$ cat config.mk
export PLATFORM = sky130hd
export DESIGN_NAME = thread_fetch_sched
export DESIGN_NICKNAME = d
export VERILOG_FILES = /design/src/rtl/fsched_pkg.sv /design/src/rtl/fsched_rst_sync.sv /design/src/rtl/fsched_slot_ctr.sv /design/src/rtl/fsched_upd_arb.sv /design/src/rtl/fsched_pc_bank.sv /design/src/rtl/fsched_slot_mux.sv /design/src/rtl/thread_fetch_sched.sv
export SDC_FILE = /design/constraint.sdc
export NUM_CORES = 1
export LEC_CHECK = 0
export ABC_AREA = 1
export BUFFER_PORTS_ARGS = -buffer_cell sky130_fd_sc_hd__buf_2
export CELL_PAD_IN_SITES_DETAIL_PLACEMENT = 0
export CELL_PAD_IN_SITES_GLOBAL_PLACEMENT = 1
export CORE_MARGIN = 2
export CORE_UTILIZATION = 45
export CTS_BUF_LIST = sky130_fd_sc_hd__clkbuf_2
export DETAILED_ROUTE_END_ITERATION = 10
export PLACE_DENSITY = 0.88
export SYNTH_ARGS = -nofsm -noshare
export SYNTH_HDL_FRONTEND = slang
export SYNTH_SLANG_ARGS = --single-unit
$ cat constraint.sdc
create_clock -name clk -period 6.85 [get_ports clk]
set_input_delay 1.0275 -clock clk [delete_from_list [all_inputs] [get_ports clk]]
set_output_delay 1.0275 -clock clk [all_outputs]
set_load 0.005 [all_outputs]
$ cat src/rtl/fsched_pkg.sv
package fsched_pkg;

  // Rotation length: one slot per thread, padded up to the pipeline depth.
  function automatic int ring_len(input int nthr, input int nstg);
    return (nthr >= nstg) ? nthr : nstg;
  endfunction

  typedef enum logic [1:0] {
    SLOT_ISSUE = 2'd0,
    SLOT_OFF   = 2'd1,
    SLOT_PAD   = 2'd2
  } slot_kind_e;

endpackage

$ cat src/rtl/fsched_rst_sync.sv
module fsched_rst_sync (
  input  logic clk,
  input  logic rst_n,
  output logic rst_n_o
);
  logic s1_q, s2_q;

  always_ff @(posedge clk or negedge rst_n) begin
    if (!rst_n) begin
      s1_q <= 1'b0;
      s2_q <= 1'b0;
    end else begin
      s1_q <= 1'b1;
      s2_q <= s1_q;
    end
  end

  assign rst_n_o = s2_q;
endmodule

$ cat src/rtl/fsched_slot_ctr.sv
module fsched_slot_ctr #(
  parameter int RING  = 6,
  parameter int TID_W = 3
) (
  input  logic             clk,
  input  logic             rst_n,
  output logic [TID_W-1:0] slot_o
);
  localparam logic [TID_W-1:0] LAST = TID_W'(RING - 1);

  logic [TID_W-1:0] ptr_q, ptr_d;
  logic             adv_en;

  assign adv_en = 1'b1;

  always_comb begin
    ptr_d = ptr_q;
    if (adv_en) begin
      if (ptr_q == LAST) ptr_d = '0;
      else               ptr_d = ptr_q + 1'b1;
    end
  end

  always_ff @(posedge clk or negedge rst_n) begin
    if (!rst_n) ptr_q <= '0;
    else        ptr_q <= ptr_d;
  end

  assign slot_o = ptr_q;

  // step by one below the last slot
  a_r2_step: assert property (@(posedge clk) disable iff (!rst_n)
    (ptr_q != LAST) |=> (ptr_q == $past(ptr_q) + 1'b1));
  // wrap from the last slot to zero
  a_r2_wrap: assert property (@(posedge clk) disable iff (!rst_n)
    (ptr_q == LAST) |=> (ptr_q == '0));
endmodule

$ cat src/rtl/fsched_upd_arb.sv
module fsched_upd_arb #(
  parameter int NUM_THR = 6,
  parameter int TID_W   = 3
) (
  input  logic               wb_vld,
  input  logic [TID_W-1:0]   wb_tid,
  input  logic               rply_vld,
  input  logic [TID_W-1:0]   rply_tid,
  output logic [NUM_THR-1:0] we_o
);
  for (genvar t = 0; t < NUM_THR; t++) begin : g_thr
    logic hit_wb, hit_rp;
    assign hit_wb  = wb_vld   && (wb_tid   == TID_W'(t));
    assign hit_rp  = rply_vld && (rply_tid == TID_W'(t));
    assign we_o[t] = hit_wb && !hit_rp;
  end
endmodule

$ cat src/rtl/fsched_pc_bank.sv
module fsched_pc_bank #(
  parameter int          NUM_THR = 6,
  parameter int          PC_W    = 32,
  parameter logic [31:0] BOOT_PC = 32'h0000_0000
) (
  input  logic                          clk,
  input  logic                          rst_n,
  input  logic [NUM_THR-1:0]            we_i,
  input  logic [PC_W-1:0]               wdata_i,
  output logic [NUM_THR-1:0][PC_W-1:0]  pc_o
);
  localparam logic [PC_W-1:0] BOOT = PC_W'(BOOT_PC);

  for (genvar t = 0; t < NUM_THR; t++) begin : g_pc
    logic [PC_W-1:0] pc_q, pc_d;

    always_comb begin
      pc_d = pc_q;
      if (we_i[t]) pc_d = wdata_i;
    end

    always_ff @(posedge clk or negedge rst_n) begin
      if (!rst_n) pc_q <= BOOT;
      else        pc_q <= pc_d;
    end

    assign pc_o[t] = pc_q;
  end
endmodule

$ cat src/rtl/fsched_slot_mux.sv
module fsched_slot_mux #(
  parameter int NUM_THR = 6,
  parameter int TID_W   = 3,
  parameter int PC_W    = 32
) (
  input  logic [TID_W-1:0]              slot_i,
  input  logic [NUM_THR-1:0]            thr_en_i,
  input  logic [NUM_THR-1:0][PC_W-1:0]  pc_i,
  output logic                          vld_o,
  output logic [PC_W-1:0]               pc_o
);
  import fsched_pkg::*;

  slot_kind_e kind;
  logic       en_sel;

  always_comb begin
    pc_o   = '0;
    en_sel = 1'b0;
    for (int t = 0; t < NUM_THR; t++) begin
      if (slot_i == TID_W'(t)) begin
        pc_o   = pc_i[t];
        en_sel = thr_en_i[t];
      end
    end
    if (int'(slot_i) >= NUM_THR) kind = SLOT_PAD;
    else if (!en_sel)            kind = SLOT_OFF;
    else                         kind = SLOT_ISSUE;
  end

  assign vld_o = (kind == SLOT_ISSUE);
endmodule

$ cat src/rtl/thread_fetch_sched.sv
module thread_fetch_sched #(
  parameter int          NUM_THR = 6,
  parameter int          NUM_STG = 5,
  parameter int          PC_W    = 32,
  parameter logic [31:0] BOOT_PC = 32'h0000_0000,
  localparam int         RING    = fsched_pkg::ring_len(NUM_THR, NUM_STG),
  localparam int         TID_W   = (RING > 1) ? $clog2(RING) : 1
) (
  input  logic               clk,
  input  logic               rst_n,
  input  logic [NUM_THR-1:0] thr_en,
  input  logic               rply_vld,
  input  logic [TID_W-1:0]   rply_tid,
  input  logic               wb_vld,
  input  logic [TID_W-1:0]   wb_tid,
  input  logic [PC_W-1:0]    wb_pc,
  output logic               fet_vld,
  output logic [TID_W-1:0]   fet_tid,
  output logic [PC_W-1:0]    fet_pc
);
  logic                         rst_i_n;
  logic [NUM_THR-1:0]           pc_we;
  logic [NUM_THR-1:0][PC_W-1:0] pc_all;

  fsched_rst_sync u_rst (
    .clk     (clk),
    .rst_n   (rst_n),
    .rst_n_o (rst_i_n)
  );

  fsched_slot_ctr #(.RING(RING), .TID_W(TID_W)) u_ctr (
    .clk    (clk),
    .rst_n  (rst_i_n),
    .slot_o (fet_tid)
  );

  fsched_upd_arb #(.NUM_THR(NUM_THR), .TID_W(TID_W)) u_arb (
    .wb_vld   (wb_vld),
    .wb_tid   (wb_tid),
    .rply_vld (rply_vld),
    .rply_tid (rply_tid),
    .we_o     (pc_we)
  );

  fsched_pc_bank #(.NUM_THR(NUM_THR), .PC_W(PC_W), .BOOT_PC(BOOT_PC)) u_pcs (
    .clk     (clk),
    .rst_n   (rst_i_n),
    .we_i    (pc_we),
    .wdata_i (wb_pc),
    .pc_o    (pc_all)
  );

  fsched_slot_mux #(.NUM_THR(NUM_THR), .TID_W(TID_W), .PC_W(PC_W)) u_mux (
    .slot_i   (fet_tid),
    .thr_en_i (thr_en),
    .pc_i     (pc_all),
    .vld_o    (fet_vld),
    .pc_o     (fet_pc)
  );

  // slot held at zero while the synchronized reset is active
  a_r1_slot_zero: assert property (@(posedge clk) disable iff (!rst_n)
    (!rst_i_n) |-> (fet_tid == '0));

  // a valid slot belongs to an enabled, existing thread
  a_r4_vld_needs_en: assert property (@(posedge clk) disable iff (!rst_i_n)
    fet_vld |-> ((int'(fet_tid) < NUM_THR) && thr_en[fet_tid]));

  if (RING > NUM_THR) begin : g_pad_chk
    // padding slots are empty bubbles
    a_r6_pad_bubble: assert property (@(posedge clk) disable iff (!rst_i_n)
      (int'(fet_tid) >= NUM_THR) |-> (!fet_vld && (fet_pc == '0)));
  end

  for (genvar t = 0; t < NUM_THR; t++) begin : g_pc_chk
    // writeback without a colliding replay loads the PC
    a_r7_wb_load: assert property (@(posedge clk) disable iff (!rst_i_n)
      (wb_vld && (wb_tid == TID_W'(t)) && !(rply_vld && (rply_tid == TID_W'(t))))
      |=> (pc_all[t] == $past(wb_pc)));
    // a replay for this thread keeps its PC
    a_r8_replay_hold: assert property (@(posedge clk) disable iff (!rst_i_n)
      (rply_vld && (rply_tid == TID_W'(t))) |=> $stable(pc_all[t]));
  end
endmodule

==> results of run 1 <==
## how the worst max path moves through the flow
stage | endpoint | cells past startpoint | slack (ns) | from
floorplan | u_ctr.slot_o[0] | 0 | 0.95 | u_rst.rst_n_o
global placement | fet_pc[29] | 11 | 3.10 | u_ctr.slot_o[2]
detailed placement | fet_pc[16] | 11 | 3.06 | u_ctr.slot_o[2]
CTS | fet_pc[16] | 11 | 2.10 | u_ctr.slot_o[2]
global route | fet_pc[30] | 11 | 1.78 | u_ctr.slot_o[2]
finish | fet_pc[0] | 11 | 2.20 | u_ctr.slot_o[2]
## Yosys cell counts, drive strengths merged
master	count
conb	1
inv	75
nand2	365
nor3	5
clkbuf	32
dfrtp	197
a31oi	1
or2	1
o21ai	195
o22ai	1
nor2	74
nand3	71
a21oi	65
ha	1
nand4	32
buf	48
## worst max-delay path, delay by kind of cell, from the launching register on
kind          cells  cell delay (ns)
simple gates      7             1.09
flops             1             0.48
buf+inv           4             1.24
## power groups by stage
stage                     Combinational [uW]  Sequential, uW  Clock (uW)
after floorplan                          292            1510           0
final                                    413            1510         632
after global routing                     496            1540         697
after global placement                   407            1520           0
after CTS                                422            1510         650
after detailed placement                 421            1530           0
## what timing repair did
item                                   in CTS  in global routing
hold buffers                                1                  0
setup buffers                               0                  0
endpoints found under the hold margin       2                  0
## cell families (layout without fill, tap and decap cells)
| kind of cell | after synthesis | in the layout | synth area share |
|---|---|---|---|
| AOI/OAI and AO/OA | 262 | 262 | 0.1431 |
| adders and majority gates | 1 | 1 | 0.001363 |
| buffers and inverters | 155 | 203 | 0.07183 |
| DFF | 197 | 197 | 0.5370 |
| other | 1 | 2 | 0.0004085 |
| and+or+nand+nor | 548 | 548 | 0.2463 |
## stage by stage
stage | hold WS, ns | setup slack, ns | area (sq um) | std cells
2_1_floorplan | 0.3312 | 0.9539 | 9180 | 1164
3_3_place_gp | 0.3326 | 3.102 | 9673 | 1449
3_5_place_dp | 0.3373 | 3.061 | 9673 | 1449
4_1_cts | 0.3882 | 2.103 | 9953 | 1482
5_1_grt | 0.3950 | 1.776 | 9956 | 1483
6_report | 0.3862 | 2.197 | 9956 | 1483
## cell type report
cell class                 count  area [sq um]
antenna                        1         2.502
clock buffer                  17         85.08
clock inverter                15         185.2
fill                        2048         10150
inverter                      75         281.5
multi-input combinational    812          3615
sequential                   197          4933
tap                          270         337.8
timing repair buffer          96         515.5
## layout by cell type (no fill, tap or decap), types with 2 or more instances in the layout
cell | synthesis | routed
inv_6 | 0 | 2
dfrtp_1 | 197 | 196
buf_2 | 44 | 83
nand2_1 | 365 | 360
nor3_4 | 1 | 2
nand3_1 | 69 | 69
inv_2 | 3 | 3
clkbuf_2 | 0 | 17
nor2_1 | 74 | 73
buf_4 | 0 | 12
bufinv_16 | 0 | 4
o21ai_0 | 195 | 195
nand4_1 | 32 | 32
clkinv_2 | 0 | 4
nand3_2 | 2 | 2
inv_1 | 72 | 72
nand2_2 | 0 | 5
clkinv_1 | 0 | 3
a21oi_1 | 65 | 65
nor3_1 | 3 | 3
## state kept, by name, summed over array words and instances (netlist names)
name and cells:
u_ctr.slot_o 3, u_rst.s1_q 1, u_pcs.g_pc.pc_q 192, u_rst.rst_n_o 1
## routing by layer
layer | track usage | wire length [um] | vias to the layer above | part of all wire
met1 | 0.2982 | 10400 | 3646 | 0.50
met2 | 0.3207 | 9534 | 153 | 0.45
met3 | 0.03230 | 814 | 18 | 0.039
li1 | - | - | 3843 | -
met4 | 0.05194 | 219 | 0 | 0.010
met5 | 0 | 0 | - | 0
==> out/results.ini, run 1 <==
[grt]
grtUsageTotal=0.2040
antenna_found_initial=1
first_global_vias=7364
grt_pass1_wl_um=36230
grt_max_degree=77
grt.overflow.total=0

[power_and_ir_drop]
p_int_uw=1802
switching_share=0.2948
powerDensity_nw_per_um2=256.7
irDropWorstVdd_mv=0.1178
p_seq_frac=0.591
p_sw_uw=753.6
clkPwrFrac=0.247
power_uw=2556
combPwrFrac=0.161
leakage_uw=0.005145

[setup_path]
cp_slowest_cell=nand3_2
slowest_delay_ns=0.63
critPathRequiredTime_ns=5.82
path_cells=inv_2, buf_4, nand3_2, buf_4, nor2_1, nor2_1, nand2_1, nand2_1, nand2_1, nand2_1, buf_2
reg2reg_to=u_ctr.slot_o[2]
crit_top_cell=nand2_1
reg2reg_slack_ns=4.80
crit_fanout=70
reg2reg_depth=5
arrival_ns=3.63
critPathLaunchType=flop
critical_path_class=reg2out
r2r_start=u_ctr.slot_o[2]
critPathCaptureType=output pin

[sta]
rsz0062_at_grt=false
tns_ns=0
fin_crit_ns=4.653
setup_viol=0
worstMarginPinSlew_ns=1.077
slew_viol_final=0
clock.fmax_mhz=214.9
finClkSkew_ns=0.02794
slew_headroom=0.2797
period_share=0.6793
hold_viol=0

[status]
status=finished, final reports clean

[clock_tree]
insertion_delay_ns=0.79
cts_buffer_depth=2
cts_tree=done
cts_resized=0
cts-htree-levels=4
cts_sinks=197
clockRootBuffer=clkbuf_2
numCtsBuffers=17
clk_pin_slew_ns=0.26

[yosys]
synthCells=1164
synth_fp_nets=1213
synth_area_per_cell_sq_um=7.887
seq_area_frac_synth=0.5370
netlist.area_leader.share=0.5370
synthTopCellsByArea=dfrtp_1 (54%), nand2_1 (15%), o21ai_0 (11%)
yosys_warnings=0
syn_area_sq_um=9180
yosysTopAreaCell=dfrtp_1
ys_types=22
synth-seq-cells=197

[job]
cap_violations=0

[floorplanning]
num_io_pins=84
fp.dieH_um=146.8
dieWidth_um=146.8
die_area_sq_um=21560
start_util=0.4566
core_area_sq_um=20100
row_count=52

[route]
drc_errors=0
vias=7660
vias_per_cell=5.165
detail_route.wl_per_cell_um=14.14
drt_iter0_markers=595
ant_nets=0
wirelength_um=20970
drt-pass1-iter-count=8

[hold_path]
whs_endpoint=u_rst.rst_n_o
hold_path_depth=0
min_from=u_rst.s1_q
holdCritPathClass=reg2reg

[final_layout]
post-route-util=0.4952
syn_to_final_growth_pct=8.450
drive_gt1_frac=0.1155
layout.nets=1248

[placement]
hpwl_um=12620
place_congestion=0.7477
portBuffers=83

Power figures use the tool's default switching activity.
==> run 2, diff against run 1 <==
==> constraint.sdc (replaced) <==
create_clock -name clk -period 4.8 [get_ports clk]
set_input_delay 0.72 -clock clk [delete_from_list [all_inputs] [get_ports clk]]
set_output_delay 0.72 -clock clk [all_outputs]
set_load 0.005 [all_outputs]
==> run 2 against run 1 <==
Effect of this change:
- combinational power rose by 41%
- routed wire length fell by 0.63%
- via count barely moved
- utilization fell by 0.12 points
- clock skew rose by 0.010 ns
- setup slack got worse by 1.4 ns
- critical path depth fell by 1
- largest power group unchanged
- power rose by 37%
- global-route usage fell by 0.29 points
==> out/results.ini, run 2 (synthesis results as in run 1) <==
[sta]
setup_viol=0
hold_viol=0
period_share=0.8437
finClkSkew_ns=0.03807
worstMarginPinSlew_ns=1.138
rsz0062_at_grt=false
slew_viol_final=0
slew_headroom=0.2386
tns_ns=0
fin_crit_ns=4.050
clock.fmax_mhz=246.9

[route]
drt_iter0_markers=545
wl_met3_um=850
drt-pass1-iter-count=7
routed-wl-met2_um=9637
wirelength_um=20840
vias_per_cell=5.167
detail_route.wl_per_cell_um=14.05
dr.max_layer_used=met4
ant_nets=0
drc_errors=0
wl_met1_um=10150
vias=7662

[clock_tree]
clockRootBuffer=clkbuf_2
clk_pin_slew_ns=0.28
cts-htree-levels=4
postCtsSetupBuffers=0
insertion_delay_ns=0.78
cts_buffer_depth=2
cts_sinks=197
cts_resized=0
numCtsBuffers=17
cts_tree=done

[hold_path]
holdCritPathClass=in2async

[final_layout]
registers.top_by_ff_count=u_pcs.g_pc.pc_q
layout.nets=1247
fillers=2028
final_common_cell=nand2_1
post-route-util=0.4940
syn_to_final_growth_pct=8.178
layout_common_cells=nand2_1 (360), o21ai_0 (195), dfrtp_1 (195)
drive_gt1_frac=0.1164
largest_reg_flops=192

[power_and_ir_drop]
p_seq_frac=0.613
leakage_uw=0.005123
p_int_uw=2427
clkPwrFrac=0.221
powerDensity_nw_per_um2=353.3
irDropWorstVdd_mv=0.1430
p_sw_uw=1081
switching_share=0.3082
combPwrFrac=0.166

[placement]
place_congestion=0.7437
portBuffers=83
hpwl_um=12330

[grt]
grt.overflow.total=0
first_global_vias=7221
grtUsageTotal=0.2011
antenna_found_initial=1
grt_max_degree=87
grt_pass1_wl_um=35580

[floorplanning]
core_area_sq_um=20100
start_util=0.4566
num_io_pins=84
row_count=52
fp.dieH_um=146.8
dieWidth_um=146.8
die_area_sq_um=21560

[setup_path]
critical_path_class=reg2out
critPathRequiredTime_ns=4.08
cp_slowest_cell=dfrtp_2
critPathLaunchType=flop
cp_top_family=flip-flops
critPathCaptureType=output pin
crit_fanout=41
arrival_ns=3.33
reg2reg_slack_ns=2.82
path_cells=inv_2, nand3_2, buf_4, nor2_1, nor2_1, nand2_1, nand2_1, nand2_1, nand2_1, buf_2
crit_top_cell=nand2_1
crit_buf_inv=3
slowest_delay_ns=1.00

[status]
status=finished, final reports clean

[job]
cap_violations=0

[run 2: changes by cell type in the layout (fill, tap and decap cells not counted)]
| cell | delta |
|---|---|
| bufinv_16 | -3 |
| clkinv_1 | -1 |
| buf_4 | -4 |
| dfrtp_1 | -1 |
| inv_6 | +4 |
| buf_12 | +3 |
| diode_2 | +1 |
| dfrtp_2 | +1 |
[run 2: worst paths after layout]
check / start / endpoint / cells after the start
max: u_ctr.slot_o[0] / fet_pc[24] / 10
min in group clk: wb_pc[1] / u_pcs.g_pc[2].pc_q[1] / 3
max in group asynchronous: u_rst.rst_n_o / u_pcs.g_pc[1].pc_q[31] / 1
min: rst_n / u_rst.rst_n_o / 2
max reg2reg: u_ctr.slot_o[0] / u_ctr.slot_o[2] / 4
min reg2reg: u_rst.s1_q / u_rst.rst_n_o / 0
[run 2: routing by layer]
layer,vias to the layer above,GRT usage
met2,146,0.3310
met3,17,0.03571
met4,0,0.05097
li1,3838,-
met5,-,0
met1,3661,0.2780
[run 2: layout make-up]
type,count,area [sq um],area share
antenna,2,5.005,0.0005040
clock buffer,17,85.08,0.008567
clock inverter,15,126.4,0.01273
inverter,75,281.5,0.02835
multi-input combinational,812,3615,0.3640
sequential,197,4935,0.4969
tap,270,337.8,0.03402
timing repair buffer,95,545.5,0.05493
[run 2: stage by stage]
stage | hold WS (ns) | cells | power (uW) | instance area (sq um) | setup WS, ns
global placement | 0.3393 | 1448 | 2750 | 9704 | 1.697
detailed placement | 0.3420 | 1448 | 2775 | 9704 | 1.616
finish | 0.1818 | 1483 | 3509 | 9931 | 0.7504
global route | 0.1067 | 1483 | 3760 | 9931 | 0.4561
CTS | 0.1158 | 1481 | 3549 | 9926 | 0.7113
floorplan | 0.3311 | 1164 | 2574 | 9181 | 1.553
[run 2: power by group through the flow]
stage	clock (uW)	sequential, uW	combinational (uW)
6_report	774	2150	583
2_1_floorplan	0	2160	417
4_1_cts	804	2150	596
5_1_grt	864	2200	700
3_5_place_dp	0	2180	594
3_3_place_gp	0	2170	579
[run 2: what timing repair did]
| action | CTS | global route |
|---|---|---|
| endpoints found under the setup margin | 0 | 0 |
| hold buffers | 1 | 0 |
| hold endpoints to repair | 2 | 0 |
==> run 3, diff against run 2 <==
--- a/config.mk
+++ b/config.mk
@@ -5,7 +5,7 @@
 export SDC_FILE = /design/constraint.sdc
 export NUM_CORES = 1
 export LEC_CHECK = 0
-export ABC_AREA = 1
+export ABC_AREA = 0
 export BUFFER_PORTS_ARGS = -buffer_cell sky130_fd_sc_hd__buf_2
 export CELL_PAD_IN_SITES_DETAIL_PLACEMENT = 0
 export CELL_PAD_IN_SITES_GLOBAL_PLACEMENT = 1
@@ -13,7 +13,7 @@
 export CORE_UTILIZATION = 45
 export CTS_BUF_LIST = sky130_fd_sc_hd__clkbuf_2
 export DETAILED_ROUTE_END_ITERATION = 10
-export PLACE_DENSITY = 0.88
+export PLACE_DENSITY = 0.84
 export SYNTH_ARGS = -nofsm -noshare
 export SYNTH_HDL_FRONTEND = slang
 export SYNTH_SLANG_ARGS = --single-unit
==> constraint.sdc (replaced) <==
create_clock -name clk -period 3.4 [get_ports clk]
set_input_delay 0.51 -clock clk [delete_from_list [all_inputs] [get_ports clk]]
set_output_delay 0.51 -clock clk [all_outputs]
set_load 0.005 [all_outputs]
==> run 3 against run 2 <==
Effect of this change:
- setup slack worse by 0.56 ns
- count of clock-buffer cells in the layout stayed put
- critical path depth down 4
- global-route usage about the same
- final cell count is 27% lower
- utilization grew 2.7 points
- register-to-register slack lost 0.99 ns
- power grew 55%
- critical path type unchanged
- clock power is 71% higher
- die area rose by 1.4%
==> out/results.ini, run 3 <==
[grt]
grtUsageTotal=0.2013
first_global_vias=6263
grt.overflow.total=0
grt_max_degree=82
antenna_found_initial=1
grt_pass1_wl_um=34400

[yosys]
synthCells=711
synth_area_per_cell_sq_um=13.10
synth_fp_nets=760
seq_area_frac_synth=0.5294
synth-seq-cells=197
synthTopCellsByArea=dfrtp_1 (53%), mux2_2 (21%), nor4bb_1 (3.4%)
ys.flop_type=dfrtp_1
async_reset_ff_frac=1.000
synth_edf_count=0
ys_types=33
yosysTopAreaCell=dfrtp_1
yosys_warnings=0
netlist.area_leader.share=0.5294
yosysMostFrequentCell=dfrtp_1
syn_area_sq_um=9313
synth_common_cells=dfrtp_1 (197), mux2_2 (173), clkbuf_1 (35), nand2_1 (35), nor2b_1 (33)

[sta]
hold_viol=0
slew_viol_final=0
slew_headroom=0.6025
fin_crit_ns=3.213
rsz0062_at_grt=false
clock.fmax_mhz=311.2
setup_viol=0
worstMarginPinSlew_ns=0.5963
finClkSkew_ns=0.02296
tns_ns=0
period_share=0.9450

[final_layout]
drive_gt1_frac=0.3919
layout_common_cells=dfrtp_1 (194), mux2_2 (173), buf_2 (83)
final_common_cell=dfrtp_1
post-route-util=0.5205
registers.top_by_ff_count=u_pcs.g_pc.pc_q
largest_reg_flops=192
layout.nets=855
syn_to_final_growth_pct=13.45

[route]
drc_errors=0
drt-pass1-iter-count=4
drt_iter0_markers=363
wirelength_um=21420
vias_per_cell=5.654
ant_nets=0
detail_route.wl_per_cell_um=19.65
vias=6163

[power_and_ir_drop]
power_uw=5428
clkPwrFrac=0.243
combPwrFrac=0.182
irDropWorstVdd_mv=0.2574
p_seq_frac=0.575
powerDensity_nw_per_um2=513.8
leakage_uw=0.004317
switching_share=0.2743
p_sw_uw=1489
p_int_uw=3939

[setup_path]
r2r_start=u_ctr.slot_o[1]
crit_fanout=32
arrival_ns=2.70
critical_path_class=reg2out
crit_path_start=u_ctr.slot_o[2]
critPathCaptureType=output pin
critPathLaunchType=flop
critPathRequiredTime_ns=2.89

[floorplanning]
fp.dieH_um=147.9
die_area_sq_um=21860
start_util=0.4588
dieWidth_um=147.9
core_area_sq_um=20300
num_io_pins=84
row_count=52

[placement]
place_congestion=0.7322
portBuffers=83
hpwl_um=12060

[clock_tree]
cts_sinks=197
clk_pin_slew_ns=0.29
insertion_delay_ns=0.75
cts-htree-levels=4
cts_buffer_depth=2
numCtsBuffers=17
clockRootBuffer=clkbuf_2
cts_tree=done

[job]
cap_violations=0

[status]
status=finished, final reports clean

[hold_path]
holdCritPathClass=reg2async

## run 3: critical path, stage by stage (launching register included)
cell      delay (ns)
dfrtp_1         0.41
buf_4           0.21
inv_1           0.07
ha_1            0.20
or2_4           0.40
o311ai_1        0.48
buf_2           0.20
## run 3: through the flow
stage	instance area, sq um	instances	hold slack, ns	setup slack (ns)
finish	10570	1090	0.2480	0.1871
global route	10570	1090	0.2258	0.007224
CTS	10530	1088	0.007808	0.01183
detailed placement	9894	1023	0.2495	0.5804
global placement	9894	1023	0.2475	0.6432
floorplan	9314	711	0.2144	0.1533
## run 3: worst paths after layout
| path | end | slack [ns] | cells after the start |
|---|---|---|---|
| max | fet_pc[5] | 0.19 | 6 |
| min | u_pcs.g_pc[1].pc_q[15] | 0.25 | 0 |
| max reg2reg | u_ctr.slot_o[2] | 1.83 | 4 |
| min reg2reg | u_pcs.g_pc[1].pc_q[15] | 0.25 | 0 |
| max in group asynchronous | u_ctr.slot_o[1] | 2.20 | 1 |
| min in group clk | u_pcs.g_pc[5].pc_q[27] | 0.32 | 4 |
## run 3: power by group through the flow
stage	clock network [uW]	logic (uW)	registers, uW
2_1_floorplan	0	699	3110
3_3_place_gp	0	934	3150
3_5_place_dp	0	967	3170
4_1_cts	1360	1000	3120
5_1_grt	1460	1090	3190
6_report	1320	990	3120
## run 3: cell type report
type,instances,area (sq um)
sequential,197,4938
tap,270,337.8
inverter,5,18.77
fill,1804,9734
clock inverter,15,212.7
timing repair buffer,137,968.4
clock buffer,17,85.08
multi-input combinational,448,4001
antenna,1,2.502
## run 3: cell families after synthesis
group	count (synthesis)	synth area share
simple gates	114	0.08008
fa+ha+maj	1	0.001343
flops	197	0.5294
buf+inv	66	0.04152
other cells	1	0.0004027
compound gates	138	0.1130
mux	194	0.2343
## run 3: timing repair
action,4_1_cts,5_1_grt
hold endpoints to repair,176,6
setup buffers,0,0
endpoints found under the setup margin,31,25
hold buffers,33,1
cloned,0,0
resized for setup,11,11
## run 3: layer usage
layer	vias up	wire length (um)	GRT usage
met5	-	0	0
met4	0	198	0.04429
met3	14	941	0.04228
met2	143	10150	0.3251
met1	3163	10120	0.2822
li1	2843	-	-
